===== src/rtl/spi_seq_pkg.sv =====
package spi_seq_pkg;
   typedef enum logic [2:0] {
      ST_IDLE  = 3'd0,
      ST_PRE   = 3'd1,
      ST_LEAD  = 3'd2,
      ST_SHIFT = 3'd3,
      ST_GAP   = 3'd4
   } spi_seq_state_e;
endpackage


===== src/rtl/spi_seq_dcount.sv =====
// Loadable down-counter that stops at zero.
module spi_seq_dcount #(
   parameter int W = 8
) (
   input  logic         clk,
   input  logic         rst_n,
   input  logic         load,
   input  logic [W-1:0] load_val,
   input  logic         dec,
   output logic         zero
);
   logic [W-1:0] cnt_q;

   always_ff @(posedge clk or negedge rst_n) begin
      if (!rst_n)                   cnt_q <= '0;
      else if (load)                cnt_q <= load_val;
      else if (dec && cnt_q != '0)  cnt_q <= cnt_q - 1'b1;
   end

   assign zero = (cnt_q == '0);
endmodule


===== src/rtl/spi_seq_shreg.sv =====
// Transmit and receive shift registers for variable-length, MSB-first frames.
module spi_seq_shreg #(
   parameter int MAX_BITS = 16,
   parameter int LEN_W    = 5
) (
   input  logic                clk,
   input  logic                rst_n,
   input  logic                load,
   input  logic [LEN_W-1:0]    len,
   input  logic [MAX_BITS-1:0] tx_word,
   input  logic                shift_en,
   input  logic                capture_en,
   input  logic                miso,
   output logic                mosi,
   output logic [MAX_BITS-1:0] rx_sr
);
   localparam logic [LEN_W-1:0] FULL = LEN_W'(MAX_BITS);

   logic [MAX_BITS-1:0] tx_sr;

   always_ff @(posedge clk or negedge rst_n) begin
      if (!rst_n) begin
         tx_sr <= '0;
         rx_sr <= '0;
      end else if (load) begin
         // left-align so the frame MSB sits at the top bit
         tx_sr <= tx_word << (FULL - len);
         rx_sr <= '0;
      end else begin
         if (shift_en)   tx_sr <= {tx_sr[MAX_BITS-2:0], 1'b0};
         if (capture_en) rx_sr <= {rx_sr[MAX_BITS-2:0], miso};
      end
   end

   assign mosi = tx_sr[MAX_BITS-1];
endmodule


===== src/rtl/spi_seq_master.sv =====
module spi_seq_master
   import spi_seq_pkg::*;
#(
   parameter int MAX_BITS = 16,
   parameter int MIN_BITS = 8,
   parameter int NUM_CS   = 4,
   parameter int HDIV_W   = 13,
   parameter int PRE_W    = 18,
   parameter int LEAD_W   = 13,
   parameter int GAP_W    = 13,
   parameter int MIN_HDIV = 2,
   parameter int MIN_PRE  = 4,
   parameter int MIN_LEAD = 2,
   parameter int MIN_GAP  = 6,
   localparam int CS_W    = $clog2(NUM_CS),
   localparam int LEN_W   = $clog2(MAX_BITS + 1)
) (
   input  logic                clk,
   input  logic                rst_n,
   input  logic                start,
   input  logic [MAX_BITS-1:0] tx_word,
   input  logic [CS_W-1:0]     cs_sel,
   input  logic [LEN_W-1:0]    frame_bits,
   input  logic                cpol,
   input  logic                cpha,
   input  logic [HDIV_W-1:0]   half_div,
   input  logic [PRE_W-1:0]    pre_dly,
   input  logic [LEAD_W-1:0]   lead_dly,
   input  logic [GAP_W-1:0]    gap_dly,
   input  logic                miso,
   output logic                sck,
   output logic                mosi,
   output logic [NUM_CS-1:0]   cs_n,
   output logic [MAX_BITS-1:0] rx_word,
   output logic                done,
   output logic                busy
);
   localparam int EDGE_W = LEN_W + 1;
   localparam int CNT_W  = (PRE_W >= LEAD_W && PRE_W >= GAP_W) ? PRE_W :
                           (LEAD_W >= GAP_W) ? LEAD_W : GAP_W;
   localparam logic [LEN_W-1:0]  MIN_LEN_V  = LEN_W'(MIN_BITS);
   localparam logic [LEN_W-1:0]  MAX_LEN_V  = LEN_W'(MAX_BITS);
   localparam logic [HDIV_W-1:0] MIN_HDIV_V = HDIV_W'(MIN_HDIV);
   localparam logic [PRE_W-1:0]  MIN_PRE_V  = PRE_W'(MIN_PRE);
   localparam logic [LEAD_W-1:0] MIN_LEAD_V = LEAD_W'(MIN_LEAD);
   localparam logic [GAP_W-1:0]  MIN_GAP_V  = GAP_W'(MIN_GAP);

   // elaboration-time parameter checks
   if (MIN_BITS < 2 || MIN_BITS > MAX_BITS) begin : g_bad_len
      $error("spi_seq_master: MIN_BITS must be in 2..MAX_BITS");
   end
   if (NUM_CS < 2) begin : g_bad_cs
      $error("spi_seq_master: NUM_CS must be at least 2");
   end
   if (MIN_HDIV < 1 || MIN_PRE < 1 || MIN_LEAD < 1 || MIN_GAP < 1) begin : g_bad_min
      $error("spi_seq_master: delay minimums must be at least 1");
   end
   if (MIN_PRE >= (1 << PRE_W) || MIN_GAP >= (1 << GAP_W) ||
       MIN_LEAD >= (1 << LEAD_W) || MIN_HDIV >= (1 << HDIV_W)) begin : g_bad_w
      $error("spi_seq_master: a minimum does not fit its field");
   end

   spi_seq_state_e state_q, state_d;

   logic [CS_W-1:0]   idx_q;
   logic              cpha_q, cpol_q, tog_q, done_q;
   logic [LEN_W-1:0]  len_q;
   logic [HDIV_W-1:0] hdiv_q;
   logic [LEAD_W-1:0] lead_q;
   logic [GAP_W-1:0]  gap_q;
   logic [EDGE_W-1:0] edge_cnt_q, edge_num, last_edge;
   logic [MAX_BITS-1:0] rx_sr, rx_word_q;

   // settings raised to their minimums at the moment of acceptance
   logic [LEN_W-1:0]  len_eff;
   logic [HDIV_W-1:0] hdiv_eff;
   logic [PRE_W-1:0]  pre_eff;
   logic [LEAD_W-1:0] lead_eff;
   logic [GAP_W-1:0]  gap_eff;

   assign len_eff  = (frame_bits < MIN_LEN_V) ? MIN_LEN_V :
                     (frame_bits > MAX_LEN_V) ? MAX_LEN_V : frame_bits;
   assign hdiv_eff = (half_div < MIN_HDIV_V) ? MIN_HDIV_V : half_div;
   assign pre_eff  = (pre_dly  < MIN_PRE_V)  ? MIN_PRE_V  : pre_dly;
   assign lead_eff = (lead_dly < MIN_LEAD_V) ? MIN_LEAD_V : lead_dly;
   assign gap_eff  = (gap_dly  < MIN_GAP_V)  ? MIN_GAP_V  : gap_dly;

   logic             accept, edge_fire, capture_en, shift_en, leave_shift, done_d;
   logic             ph_load, ph_dec, ph_zero, bd_load, bd_dec, bd_zero;
   logic [CNT_W-1:0] ph_val;

   assign last_edge = {len_q, 1'b0};

   always_comb begin
      state_d     = state_q;
      accept      = 1'b0;
      edge_fire   = 1'b0;
      edge_num    = edge_cnt_q + 1'b1;
      leave_shift = 1'b0;
      done_d      = 1'b0;
      ph_load     = 1'b0;
      ph_val      = '0;
      ph_dec      = 1'b0;
      bd_load     = 1'b0;
      bd_dec      = 1'b0;
      unique case (state_q)
         ST_IDLE: if (start) begin
            accept  = 1'b1;
            state_d = ST_PRE;
            ph_load = 1'b1;
            ph_val  = CNT_W'(pre_eff - 1'b1);
         end
         ST_PRE: if (ph_zero) begin
            state_d = ST_LEAD;
            ph_load = 1'b1;
            ph_val  = CNT_W'(lead_q - 1'b1);
         end else ph_dec = 1'b1;
         ST_LEAD: if (ph_zero) begin
            state_d   = ST_SHIFT;
            edge_fire = 1'b1;
            edge_num  = EDGE_W'(1);
            bd_load   = 1'b1;
         end else ph_dec = 1'b1;
         ST_SHIFT: if (bd_zero) begin
            if (edge_cnt_q == last_edge) begin
               state_d     = ST_GAP;
               leave_shift = 1'b1;
               ph_load     = 1'b1;
               ph_val      = CNT_W'(gap_q - 1'b1);
            end else begin
               edge_fire = 1'b1;
               bd_load   = 1'b1;
            end
         end else bd_dec = 1'b1;
         ST_GAP: if (ph_zero) begin
            state_d = ST_IDLE;
            done_d  = 1'b1;
         end else ph_dec = 1'b1;
         default: state_d = ST_IDLE;
      endcase
   end

   // odd edges capture when phase is 0, even edges when phase is 1
   assign capture_en = edge_fire & (edge_num[0] ^ cpha_q);
   assign shift_en   = edge_fire & ~capture_en & (edge_num != EDGE_W'(1));

   spi_seq_dcount #(.W(CNT_W)) u_phase_cnt (
      .clk(clk), .rst_n(rst_n), .load(ph_load), .load_val(ph_val),
      .dec(ph_dec), .zero(ph_zero)
   );

   spi_seq_dcount #(.W(HDIV_W)) u_half_cnt (
      .clk(clk), .rst_n(rst_n), .load(bd_load), .load_val(hdiv_q - 1'b1),
      .dec(bd_dec), .zero(bd_zero)
   );

   spi_seq_shreg #(.MAX_BITS(MAX_BITS), .LEN_W(LEN_W)) u_shreg (
      .clk(clk), .rst_n(rst_n), .load(accept), .len(len_eff), .tx_word(tx_word),
      .shift_en(shift_en), .capture_en(capture_en), .miso(miso),
      .mosi(mosi), .rx_sr(rx_sr)
   );

   always_ff @(posedge clk or negedge rst_n) begin
      if (!rst_n) begin
         state_q    <= ST_IDLE;
         idx_q      <= '0;
         cpha_q     <= 1'b0;
         cpol_q     <= 1'b0;
         len_q      <= MIN_LEN_V;
         hdiv_q     <= MIN_HDIV_V;
         lead_q     <= MIN_LEAD_V;
         gap_q      <= MIN_GAP_V;
         edge_cnt_q <= '0;
         tog_q      <= 1'b0;
         rx_word_q  <= '0;
         done_q     <= 1'b0;
      end else begin
         state_q <= state_d;
         done_q  <= done_d;
         if (state_q == ST_IDLE) cpol_q <= cpol;
         if (accept) begin
            idx_q      <= cs_sel;
            cpha_q     <= cpha;
            len_q      <= len_eff;
            hdiv_q     <= hdiv_eff;
            lead_q     <= lead_eff;
            gap_q      <= gap_eff;
            edge_cnt_q <= '0;
         end else if (edge_fire) begin
            edge_cnt_q <= edge_num;
         end
         if (edge_fire)   tog_q     <= ~tog_q;
         if (leave_shift) rx_word_q <= rx_sr;
      end
   end

   logic cs_act;
   assign cs_act = (state_q == ST_LEAD) || (state_q == ST_SHIFT);

   for (genvar gi = 0; gi < NUM_CS; gi++) begin : g_cs
      assign cs_n[gi] = ~(cs_act && (idx_q == CS_W'(gi)));
   end

   assign sck     = cpol_q ^ tog_q;
   assign busy    = (state_q != ST_IDLE);
   assign done    = done_q;
   assign rx_word = rx_word_q;
endmodule


===== config.mk =====
export PLATFORM = sky130hd
export DESIGN_NAME = spi_seq_master
export DESIGN_NICKNAME = d
export VERILOG_FILES = /design/src/rtl/spi_seq_pkg.sv /design/src/rtl/spi_seq_dcount.sv /design/src/rtl/spi_seq_shreg.sv /design/src/rtl/spi_seq_master.sv
export SDC_FILE = /design/constraint.sdc
export NUM_CORES = 1
export LEC_CHECK = 0
export ABC_AREA = 1
export BUFFER_PORTS_ARGS = -buffer_cell sky130_fd_sc_hd__buf_4
export CAP_MARGIN = 15
export CORE_MARGIN = 5
export CORE_UTILIZATION = 53
export DETAILED_ROUTE_END_ITERATION = 10
export GPL_TIMING_DRIVEN = 0
export PLACE_DENSITY = 0.85
export SLEW_MARGIN = 20
export SYNTH_ARGS = -nofsm -noshare
export SYNTH_HDL_FRONTEND = slang
export SYNTH_SLANG_ARGS = --single-unit

===== constraint.sdc =====
create_clock -name clk -period 2.19 [get_ports clk]
set_input_delay 0.438 -clock clk [delete_from_list [all_inputs] [get_ports clk]]
set_output_delay 0.438 -clock clk [all_outputs]
set_load 0.005 [all_outputs]

; After elaboration in Yosys (flattened, before gate mapping)
; Cells that the tools add are included.
[totals]
register_bits = 138
output_inout_bits = 24
elab_cells = 123
[op_classes]
add_sub_neg = 8
magnitude_cmp = 6
eq_ne = 15
n_shift = 1
n_mux = 45
bitwise_logic = 11
n_reduce_logical = 21
[op_table]
columns = operator, count
row1 = $mux 18, 7
row2 = $mux 13, 5
row3 = $mux 16, 4
row4 = $pmux 18 s3, 1
row5 = $sub 18x1->18 const B, 2
row6 = $sub 13x1->14 const B, 2
row7 = $lt 13x2->1 const B, 2
row8 = $sub 13x1->13 const B, 2
row9 = $mux 6, 4
row10 = $logic_not 18->1, 1
row11 = $lt 18x3->1 const B, 1
row12 = $mux 3, 6
row13 = $reduce_bool 18->1, 1
row14 = $shl 16x5->16, 1
row15 = $pmux 3 s5, 1
row16 = $logic_not 13->1, 1
row17 = $lt 13x3->1 const B, 1
row18 = $mux 1, 13
row19 = $reduce_bool 13->1, 1
row20 = $ne 2x2->1 const B, 6
row21 = $mux 5, 2
row22 = $reduce_bool 2->1, 5
row23 = $add 6x1->6 const B, 1
row24 = $eq 3x2->1 const B, 2
row25 = 21 further kinds, 35

; Depth between registers and ports, before layout
; Gate-level depths: netlist of the first run.
[logic_depth]
word_depth = 10
ltp_mapped = 19

; Modules after synthesis
; From an unflattened synthesis of the first run, not the netlist that was laid out.
[hier_totals]
cells_unflattened = 1351
area_unflattened_um2 = 9389.0
[by_module_without_submodules]
columns = mod, n_inst, cells_per_inst, area_per_inst_um2
row1 = spi_seq_master, 1, 678, 4747.1
row2 = spi_seq_shreg, 1, 302, 2202.1
row3 = spi_seq_dcount at u_phase_cnt, 1, 219, 1428.9
row4 = spi_seq_dcount at u_half_cnt, 1, 152, 1011.0

; Worst setup path before layout of the first run
; OpenSTA, ideal clock, no wires.
[synth_timing]
kind = register to register
startpoint = register u_phase_cnt.cnt_q[0]
endpoint = register u_half_cnt.cnt_q[12]
setup_time_ps = 116
arrival_time_ps = 2215
required_time_ps = 2074
path_slack_ps = -142
stages_incl_launch_ff = 20
synth_period_minus_slack_ps = 2332
cell_sequence = dfrtp_1 > inv_1 > ha_1 > nand2_2 > nor2_4 > nand3_4 > nor2_4 > nand2_4 > nand2_4 > buf_6 > nand2_1 > o21ai_2 > ha_1 > nand2_1 > nor2_1 > nand3_1 > nand2_1 > nand2_1 > nand2_1 > nand2_1
[synth_between]
elab_chain_cells = 4
[synth_rtl]
columns = element, line_no
row1 = from (decl), spi_seq_dcount.sv:12  ; logic [W-1:0] cnt_q;
row2 = from (signal assigned), spi_seq_dcount.sv:16  ; else if (load) cnt_q <= load_val;
row3 = from (signal assigned), spi_seq_dcount.sv:17  ; else if (dec && cnt_q != '0) cnt_q <= cnt_q - 1'b1;
row4 = $logic_not 18->1 (*), spi_seq_dcount.sv:20  ; assign zero = (cnt_q == '0);
row5 = $mux 1 (*), spi_seq_master.sv:118  ; ST_LEAD: if (ph_zero) begin
row6 = $pmux 1 s2 (*), spi_seq_master.sv:106  ; unique case (state_q)
row7 = $mux 13 / $reduce_bool 2->1 (equally long branches), --
row8 = to (signal assigned), spi_seq_dcount.sv:16
row9 = to (signal assigned), spi_seq_dcount.sv:17
row10 = to (decl), spi_seq_dcount.sv:12
; Every way passes the cells marked *; elsewhere a longest branch is shown, timed or not.
; A chain may end at the register's enable or synchronous reset.

; Worst setup path in the final report of the first run
[layout_timing]
startpoint = register u_half_cnt.cnt_q[5]
endpoint = register u_half_cnt.cnt_q[4]
[layout_between]
elab_chain_cells = 5
[layout_rtl]
columns = element, line_no
row1 = $logic_not 13->1, spi_seq_dcount.sv:20
row2 = $mux 1, spi_seq_master.sv:124  ; ST_SHIFT: if (bd_zero) begin
row3 = $mux 1, spi_seq_master.sv:106
row4 = $logic_and 1x1->1, spi_seq_dcount.sv:17
row5 = $reduce_bool 2->1 (no line), --
; Several ways; a longest one is shown, not always the timed one.

==> qor.yml, run 1 <==
worst_setup_path:
  timing.critical_path.from_type: "flop"
  timing.critical_path.required_ns: 2.50
  regToRegStartpoint: "u_half_cnt.cnt_q[5]$_DFFE_PN0P_"
  worstPathArrival_ns: 2.87
  ff2ff_path_depth: 14
  cp-end-kind: "flop"
  timing.rr.end: "u_half_cnt.cnt_q[4]$_DFFE_PN0P_"
  crit_type: "flop to flop"
  critical_path_peak_fanout: 6
  timing.reg2reg.setup_slack_ns: -0.37
timing:
  setup_slack_ns: -0.365
  hold_ws_ns: 0.204
  final-setup-viol-count: 55
  final_min_period_over_clock_period: 1.17
  maxClockFrequency_mhz: 391
  worst_slew_pin_slew_ns: 0.604
  final_period_minus_worst_setup_slack_ns: 2.56
  fin_worst_skew_ns: 0.00899
  grt_setup_unrepaired: "true"
  finalHoldViolCount: 0
  finalMaxSlewViolations: 0
  slew_headroom: 0.594
floorplanning:
  floorplan.core_area_mm2: 0.0158
  initial_core_util: 0.538
  placementRows: 46
  floorplan.die.width_um: 137
  chipHeight_um: 137
  pin_count: 110
  full_die_area_mm2: 0.0187
yosys:
  post_synth_main_area_contributors: "dfrtp_1 39%, nand2_1 15%, o21ai_0 6.9%"
  synth_nets: 1289
  synth-seq-cells: 138
  synth_flop_cell: "dfrtp_1"
  synth.yosys.seq_area_share: 0.406
  post_synth_edffs: 0
  synth.yosys.warnings: 0
  synth.distinct_cells: 49
  synth_cells: 1196
  yosysTopAreaCell: "dfrtp_1"
  netlist.area_leader.share: 0.391
  synth_async_sr_flop_share: 1.00
  synth_commonest_cells: "343 x nand2_1, 135 x inv_1, 133 x dfrtp_1"
  yosysMostFrequentCell: "nand2_1"
  post_synthesis_cell_area_mm2: 0.00852
  syn_avg_cell_area_um2: 7.12
run_status:
  failed_checks: "negative setup slack"
  run_status: "finished with violations"
routing:
  antenna_violating_nets_post_route: 0
  post_drt_wl_per_cell_um: 17.2
  route.detailed.drc: 0
  viasPerCell: 5.74
  dr.first_iter.drc_count: 945
  wirelength_um: 27400
  routed-via-count: 9165
  drtPass1Iterations: 5
place:
  dpl_cell_area_mm2: 0.00969
  dp_hpwl_um: 17600
  numPortBuffers: 109
  pre_cts_slack_ns: -0.499
  gp_congestion: 0.948
clock_tree:
  reg_clk_slew_reported_paths_ns: 0.06
  ctsLongestPathBuffers: 2
  cts_tree: "built"
  cts_sink_count: 138
  worstSkewPairLatency_ns: 0.43
  cts-htree-levels: 4
  cts_root_buffer: "clkbuf_16"
  cts_made_buffers: 17
hold_path:
  worst_hold_path.endpoint: "cpha_q$_DFFE_PN0P_"
  timing.hold.worst.class: "input pin to flop"
  min-delay-start: "cpha"
  timing.hold.worst_path_depth: 3
grt:
  antenna_violations_before_repair: 0
  global_route.overflow_total: 0
  grt_first_pass_wirelength_um: 40500
  first_global_vias: 8367
  grt_start_max_net_pins: 104
  groute.usage.overall: 0.274
cells_and_area:
  synthToLayoutAreaGrowth_pct: 32.8
  share_of_final_layout_standard_cells_stronger_than_drive_strength_1: 0.259
  seq_area_mm2: 0.00346
  nets: 1461
  n_antenna_cell: 0
  layout.cell_area.non_filler_mm2: 0.0113
  area_used_by_multi_input_combinational_logic_mm2: 0.00486
  n_fill_cell: 1127
power_and_ir_drop:
  power_switching_mw: 1.74
  vdd_ir_drop_max_mv: 0.612
  pwr-share-comb: 0.131
  seq_power_share: 0.422
  power.internal_mw: 4.94
  p_leak_nw: 5.66
  p_sw_frac: 0.261
  power_frac_clock: 0.447
  p_per_area_mw_per_mm2: 591
run:
  count_of_max_cap_constraint_violations: 0
==> how the worst max path moves through the flow <==
stage                                     start                               end  cells after the start
2_1_floorplan  u_phase_cnt.cnt_q[5]$_DFFE_PN0P_  u_half_cnt.cnt_q[12]$_DFFE_PN0P_                     18
4_1_cts        u_phase_cnt.cnt_q[0]$_DFFE_PN0P_   u_half_cnt.cnt_q[2]$_DFFE_PN0P_                     13
6_report        u_half_cnt.cnt_q[5]$_DFFE_PN0P_   u_half_cnt.cnt_q[4]$_DFFE_PN0P_                     14
3_3_place_gp                      frame_bits[4]     u_shreg.tx_sr[15]$_DFFE_PN0P_                     12
5_1_grt         u_half_cnt.cnt_q[7]$_DFFE_PN0P_   u_half_cnt.cnt_q[6]$_DFFE_PN0P_                     15
3_5_place_dp                      frame_bits[4]     u_shreg.tx_sr[12]$_DFFE_PN0P_                     14
==> stage by stage <==
| step | utilization | instances | setup TNS (ns) | power [mW] |
|---|---|---|---|---|
| finish | 0.715 | 1597 | -8.05 | 6.69 |
| floorplan | - | 1196 | -0.119 | 3.31 |
| global route | 0.715 | 1597 | -13.34 | 6.91 |
| detailed placement | 0.612 | 1522 | -30.49 | 3.64 |
| CTS | 0.678 | 1573 | -2.47 | 6.60 |
| global placement | 0.610 | 1521 | -25.09 | 3.59 |
==> critical path, stage by stage, from the launching register on <==
cell and delay (ns):
dfrtp_1 0.43, nor2_1 0.23, nand3_1 0.22, nor2_4 0.30
nand3_4 0.15, nand2_4 0.12, buf_12 0.14, nand2_4 0.05
nand2_4 0.09, ha_4 0.18, nand2_4 0.08, nor2_4 0.11
nor2_2 0.05, o21ai_2 0.17, o21ai_1 0.11
==> logic make-up after synthesis <==
| family | after synthesis | share of synthesized area |
|---|---|---|
| fa+ha+maj | 7 | 0.0103 |
| simple gates | 611 | 0.307 |
| xor+xnor | 37 | 0.0389 |
| buf+inv | 180 | 0.0844 |
| flops | 138 | 0.406 |
| compound gates | 223 | 0.153 |
==> state kept, by name, summed over array words and instances, names as in the netlist <==
name,count
idx_q,2
cpol_q,1
lead_q,13
edge_cnt_q,6
state_q,3
gap_q,13
len_q,5
tog_q,1
cpha_q,1
hdiv_q,13
rx_word,16
u_shreg.tx_sr,16
u_phase_cnt.cnt_q,18
u_half_cnt.cnt_q,13
done,1
u_shreg.rx_sr,16
==> cell type report <==
class                           count  share of cell area
Sequential cell                   138               0.306
Timing Repair Buffer              153               0.113
Tap cell                          216              0.0239
Clock inverter                      8             0.00962
Multi-Input combinational cell    878               0.430
Inverter                          138              0.0460
Buffer                             42              0.0272
Clock buffer                       24              0.0452
==> cell usage in the layout, fill, tap and decap left out, types with 8 or more instances in the layout <==
cell type,synthesis,final
xnor2_1,12,12
o22ai_1,19,18
nor3_1,15,13
clkbuf_16,0,19
nor2_2,8,15
o21ai_1,1,9
nor2_1,121,99
nand2_4,4,20
a21oi_1,29,29
dfrtp_1,133,132
buf_6,3,8
nor2_4,3,18
clkbuf_2,0,14
o211ai_1,14,14
inv_1,135,126
nand2_2,10,21
nor4_1,12,10
nand3_1,71,61
o21ai_0,117,106
buf_4,3,143
a22oi_1,11,11
nand2_1,343,314
inv_2,3,11
xor2_1,24,24
buf_2,8,9
==> repair_timing <==
action                                  4_1_cts  5_1_grt
endpoints found under the hold margin        35        0
gates cloned                                  2        2
gates resized for setup                      86      105
endpoints found under the setup margin      132      130
pin swaps                                    16       37
hold buffers                                  1        0
buffers inserted                             16       22
==> power by group through the flow <==
stage          Sequential (mW)  Clock, mW  Combinational (mW)
2_1_floorplan             2.82          0               0.485
3_3_place_gp              2.84          0               0.753
3_5_place_dp              2.84          0               0.791
4_1_cts                   2.81       2.98               0.811
5_1_grt                   2.84       3.09               0.981
6_report                  2.82       2.99               0.878
==> layer usage <==
layer | up-vias | share of wire | GRT usage
li1 | 4238 | - | -
met4 | 0 | 0.045 | 0.114
met2 | 571 | 0.48 | 0.461
met3 | 112 | 0.088 | 0.0529
met5 | - | 0 | 0
met1 | 4244 | 0.39 | 0.346
No activity file was read; power rests on OpenSTA's default activity.
==> run 2, diff against run 1 <==
Settings changed: CELL_PAD_IN_SITES_DETAIL_PLACEMENT from default to 0, CELL_PAD_IN_SITES_GLOBAL_PLACEMENT from default to 1, CORE_UTILIZATION 53 to 38, GPL_TIMING_DRIVEN 0 to default, PLACE_DENSITY 0.85 to 0.84.
==> run 2 against run 1 <==
Effect of this change:
- critical endpoint is now u_shreg.rx_sr[3]$_DFFE_PN0P_
- clock power down 3%
- largest power group unchanged
- highest routed layer unchanged
- utilization down 15 points
- clock-buffer cell count down 4
- fmax up 8.9%
- sequential share of layout area down 2.7 points
- the run ends with negative hold slack, negative setup slack left
==> qor.yml, run 2 (synthesized netlist as in run 1, its figures left out) <==
timing:
  fin_worst_skew_ns: 0.0119  # +0.00291 ns
  grt_setup_unrepaired: "true"
  worst_slew_pin_slew_ns: 0.624  # +0.0199 ns
  final-setup-viol-count: 41  # -25%
  setup_slack_ns: -0.156  # +0.210 ns
  hold_ws_ns: -0.0134  # -0.217 ns
  finalHoldViolCount: 6  # +6
  timing.setup.tns_ns: -4.89  # +3.16 ns
  finalMaxSlewViolations: 0  # unchanged
  final_period_minus_worst_setup_slack_ns: 2.35  # -0.210 ns
  maxClockFrequency_mhz: 426  # +8.9%
  final_min_period_over_clock_period: 1.07  # -0.0958
  slew_headroom: 0.584  # -0.00956
routing:
  drtPass1Iterations: 7  # +2
  viasPerCell: 4.99  # -13%
  wirelength_um: 25500  # -7.1%
  route.detailed.drc: 0  # unchanged
  dr.first_iter.drc_count: 494  # -48%
  post_drt_wl_per_cell_um: 14.4  # -16%
  antenna_violating_nets_post_route: 0  # unchanged
  routed-via-count: 8792  # -4.1%
cells_and_area:
  mostFrequentLayoutCells: "311 x nand2_1, 263 x buf_4, 133 x dfrtp_1"
  n_antenna_cell: 0  # unchanged
  final_core_utilization: 0.564  # -0.151
  layout.cells.most_common: "nand2_1"
  largest_reg_flops: 18  # unchanged
  nets: 1563  # +7.0%
  n_fill_cell: 2023  # +80%
  synthToLayoutAreaGrowth_pct: 45.4
  max_flop_register: "u_phase_cnt.cnt_q"
  area_used_by_multi_input_combinational_logic_mm2: 0.00497  # +2.2%
  share_of_final_layout_standard_cells_stronger_than_drive_strength_1: 0.325  # +0.0665
  seq_area_mm2: 0.00346  # about the same
  layout.cell_area.non_filler_mm2: 0.0124  # +9.5%
clock_tree:
  reg_clk_slew_reported_paths_ns: 0.06  # about the same
  worstSkewPairLatency_ns: 0.43  # about the same
  cts-htree-levels: 4  # unchanged
  cts_sink_count: 138  # unchanged
  cts_tree: "built"
  cts_root_buffer: "clkbuf_16"
  ctsLongestPathBuffers: 2  # unchanged
  cts_made_buffers: 17  # unchanged
worst_setup_path:
  ff2ff_path_depth: 16  # +2
  crit_path_top_delay_cell: "dfrtp_1"
  timing.reg2reg.setup_slack_ns: -0.16  # +0.21 ns
  crit_type: "flop to flop"
  cp-end-kind: "flop"
  critical_path_peak_fanout: 12  # +6
  worstPathArrival_ns: 2.64  # -0.23 ns
  timing.rr.end: "u_shreg.rx_sr[3]$_DFFE_PN0P_"
  worst_path_largest_cell_delay_ns: 0.38  # -0.05 ns
  worst-path-buf-inv: 5  # +4
  cpLargestDelayFamily: "simple AND/OR/NAND/NOR gates"
  cp_cell_sequence: "inv_2 -> ha_4 -> nand2_4 -> nor2_4 -> nand3_4 -> nor2_4 -> nand2_4 -> buf_12 -> nand2_4 -> xor2_4 -> buf_4 -> buf_6 -> nand2_8 -> nand2_4 -> buf_12 -> o22ai_1"
  timing.critical_path.mode_cell: "nand2_4"
  regToRegStartpoint: "u_phase_cnt.cnt_q[0]$_DFFE_PN0P_"
  timing.critical_path.from_type: "flop"
  timing.critical_path.required_ns: 2.49  # about the same
run_status:
  run_status: "finished with violations"
  failed_checks: "negative hold slack, negative setup slack"
hold_path:
  timing.hold.worst.class: "input pin to async pin"
grt:
  antenna_violations_before_repair: 0  # unchanged
  grt_start_max_net_pins: 76  # -27%
  grt_first_pass_wirelength_um: 42100  # +3.8%
  global_route.overflow_total: 0  # unchanged
  first_global_vias: 8520  # +1.8%
  groute.usage.overall: 0.200  # -0.0740
floorplanning:
  pin_count: 110  # unchanged
  chipHeight_um: 160  # +17%
  placementRows: 54  # +17%
  full_die_area_mm2: 0.0255  # +36%
  floorplan.core_area_mm2: 0.0220  # +39%
  initial_core_util: 0.388  # -0.150
  floorplan.die.width_um: 160  # +17%
place:
  numPortBuffers: 109  # unchanged
  dp_hpwl_um: 18900  # +7.1%
  dpl_cell_area_mm2: 0.0108  # +12%
  gp_congestion: 0.885  # -6.6%
power_and_ir_drop:
  p_leak_nw: 6.22  # +10%
  p_per_area_mw_per_mm2: 544  # -8.0%
  vdd_ir_drop_max_mv: 0.401  # -34%
  total_power_mw: 6.74  # +0.75%
run:
  count_of_max_cap_constraint_violations: 0  # unchanged
[run 2: timing repair]
action	4_1_cts	5_1_grt
setup endpoints to repair	46	69
gates cloned	4	1
pin swaps	10	45
buffers inserted	11	12
gates resized for setup	66	112
hold buffers	0	0
[run 2: through the flow]
stage / worst slack (ns) / cells
after floorplan: -0.0427 / 1196
after global placement: -0.197 / 1706
after detailed placement: -0.233 / 1706
after CTS: -0.118 / 1752
after global routing: -0.270 / 1763
final: -0.156 / 1763
[run 2: per-layer routing]
layer  wire, um  up-vias  track usage
li1           -     4440            -
met1      11600     4112        0.268
met2      12100      204        0.326
met3       1220       36       0.0379
met4        549        0       0.0659
met5          0        -            0
[run 2: how the worst max path moves through the flow]
stage / from / to / cells past startpoint / slack [ns]
after floorplan: u_phase_cnt.cnt_q[5]$_DFFE_PN0P_ / u_half_cnt.cnt_q[12]$_DFFE_PN0P_ / 18 / -0.04
after global placement: pre_dly[6] / u_phase_cnt.cnt_q[14]$_DFFE_PN0P_ / 18 / -0.20
after detailed placement: pre_dly[6] / u_phase_cnt.cnt_q[6]$_DFFE_PN0P_ / 17 / -0.23
after CTS: u_phase_cnt.cnt_q[0]$_DFFE_PN0P_ / u_shreg.tx_sr[6]$_DFFE_PN0P_ / 15 / -0.12
after global routing: u_phase_cnt.cnt_q[0]$_DFFE_PN0P_ / u_half_cnt.cnt_q[11]$_DFFE_PN0P_ / 19 / -0.27
final: u_phase_cnt.cnt_q[0]$_DFFE_PN0P_ / u_shreg.rx_sr[3]$_DFFE_PN0P_ / 16 / -0.16
[run 2: where the power goes]
group / internal, mW / total [mW] / switching (mW)
Combinational: 0.530 / 1.06 / 0.532
Sequential: 2.69 / 2.78 / 0.0986
Clock: 1.75 / 2.89 / 1.14
Total: 4.97 / 6.74 / 1.77
[run 2: worst register-to-register path, stage by stage, from the launching register on]
cell and delay (ns):
dfrtp_1 0.38, inv_2 0.08, ha_4 0.15, nand2_4 0.06
nor2_4 0.16, nand3_4 0.09, nor2_4 0.13, nand2_4 0.11
buf_12 0.17, nand2_4 0.09, xor2_4 0.17, buf_4 0.14
buf_6 0.11, nand2_8 0.07, nand2_4 0.09, buf_12 0.14
o22ai_1 0.08
[run 2: cell type report]
| type | count | share of cell area |
|---|---|---|
| tap | 280 | 0.0283 |
| clock inverter | 12 | 0.0112 |
| timing repair buffer | 296 | 0.201 |
| inverter | 138 | 0.0422 |
| multi-input combinational | 879 | 0.401 |
| sequential | 138 | 0.279 |
| clock buffer | 20 | 0.0369 |
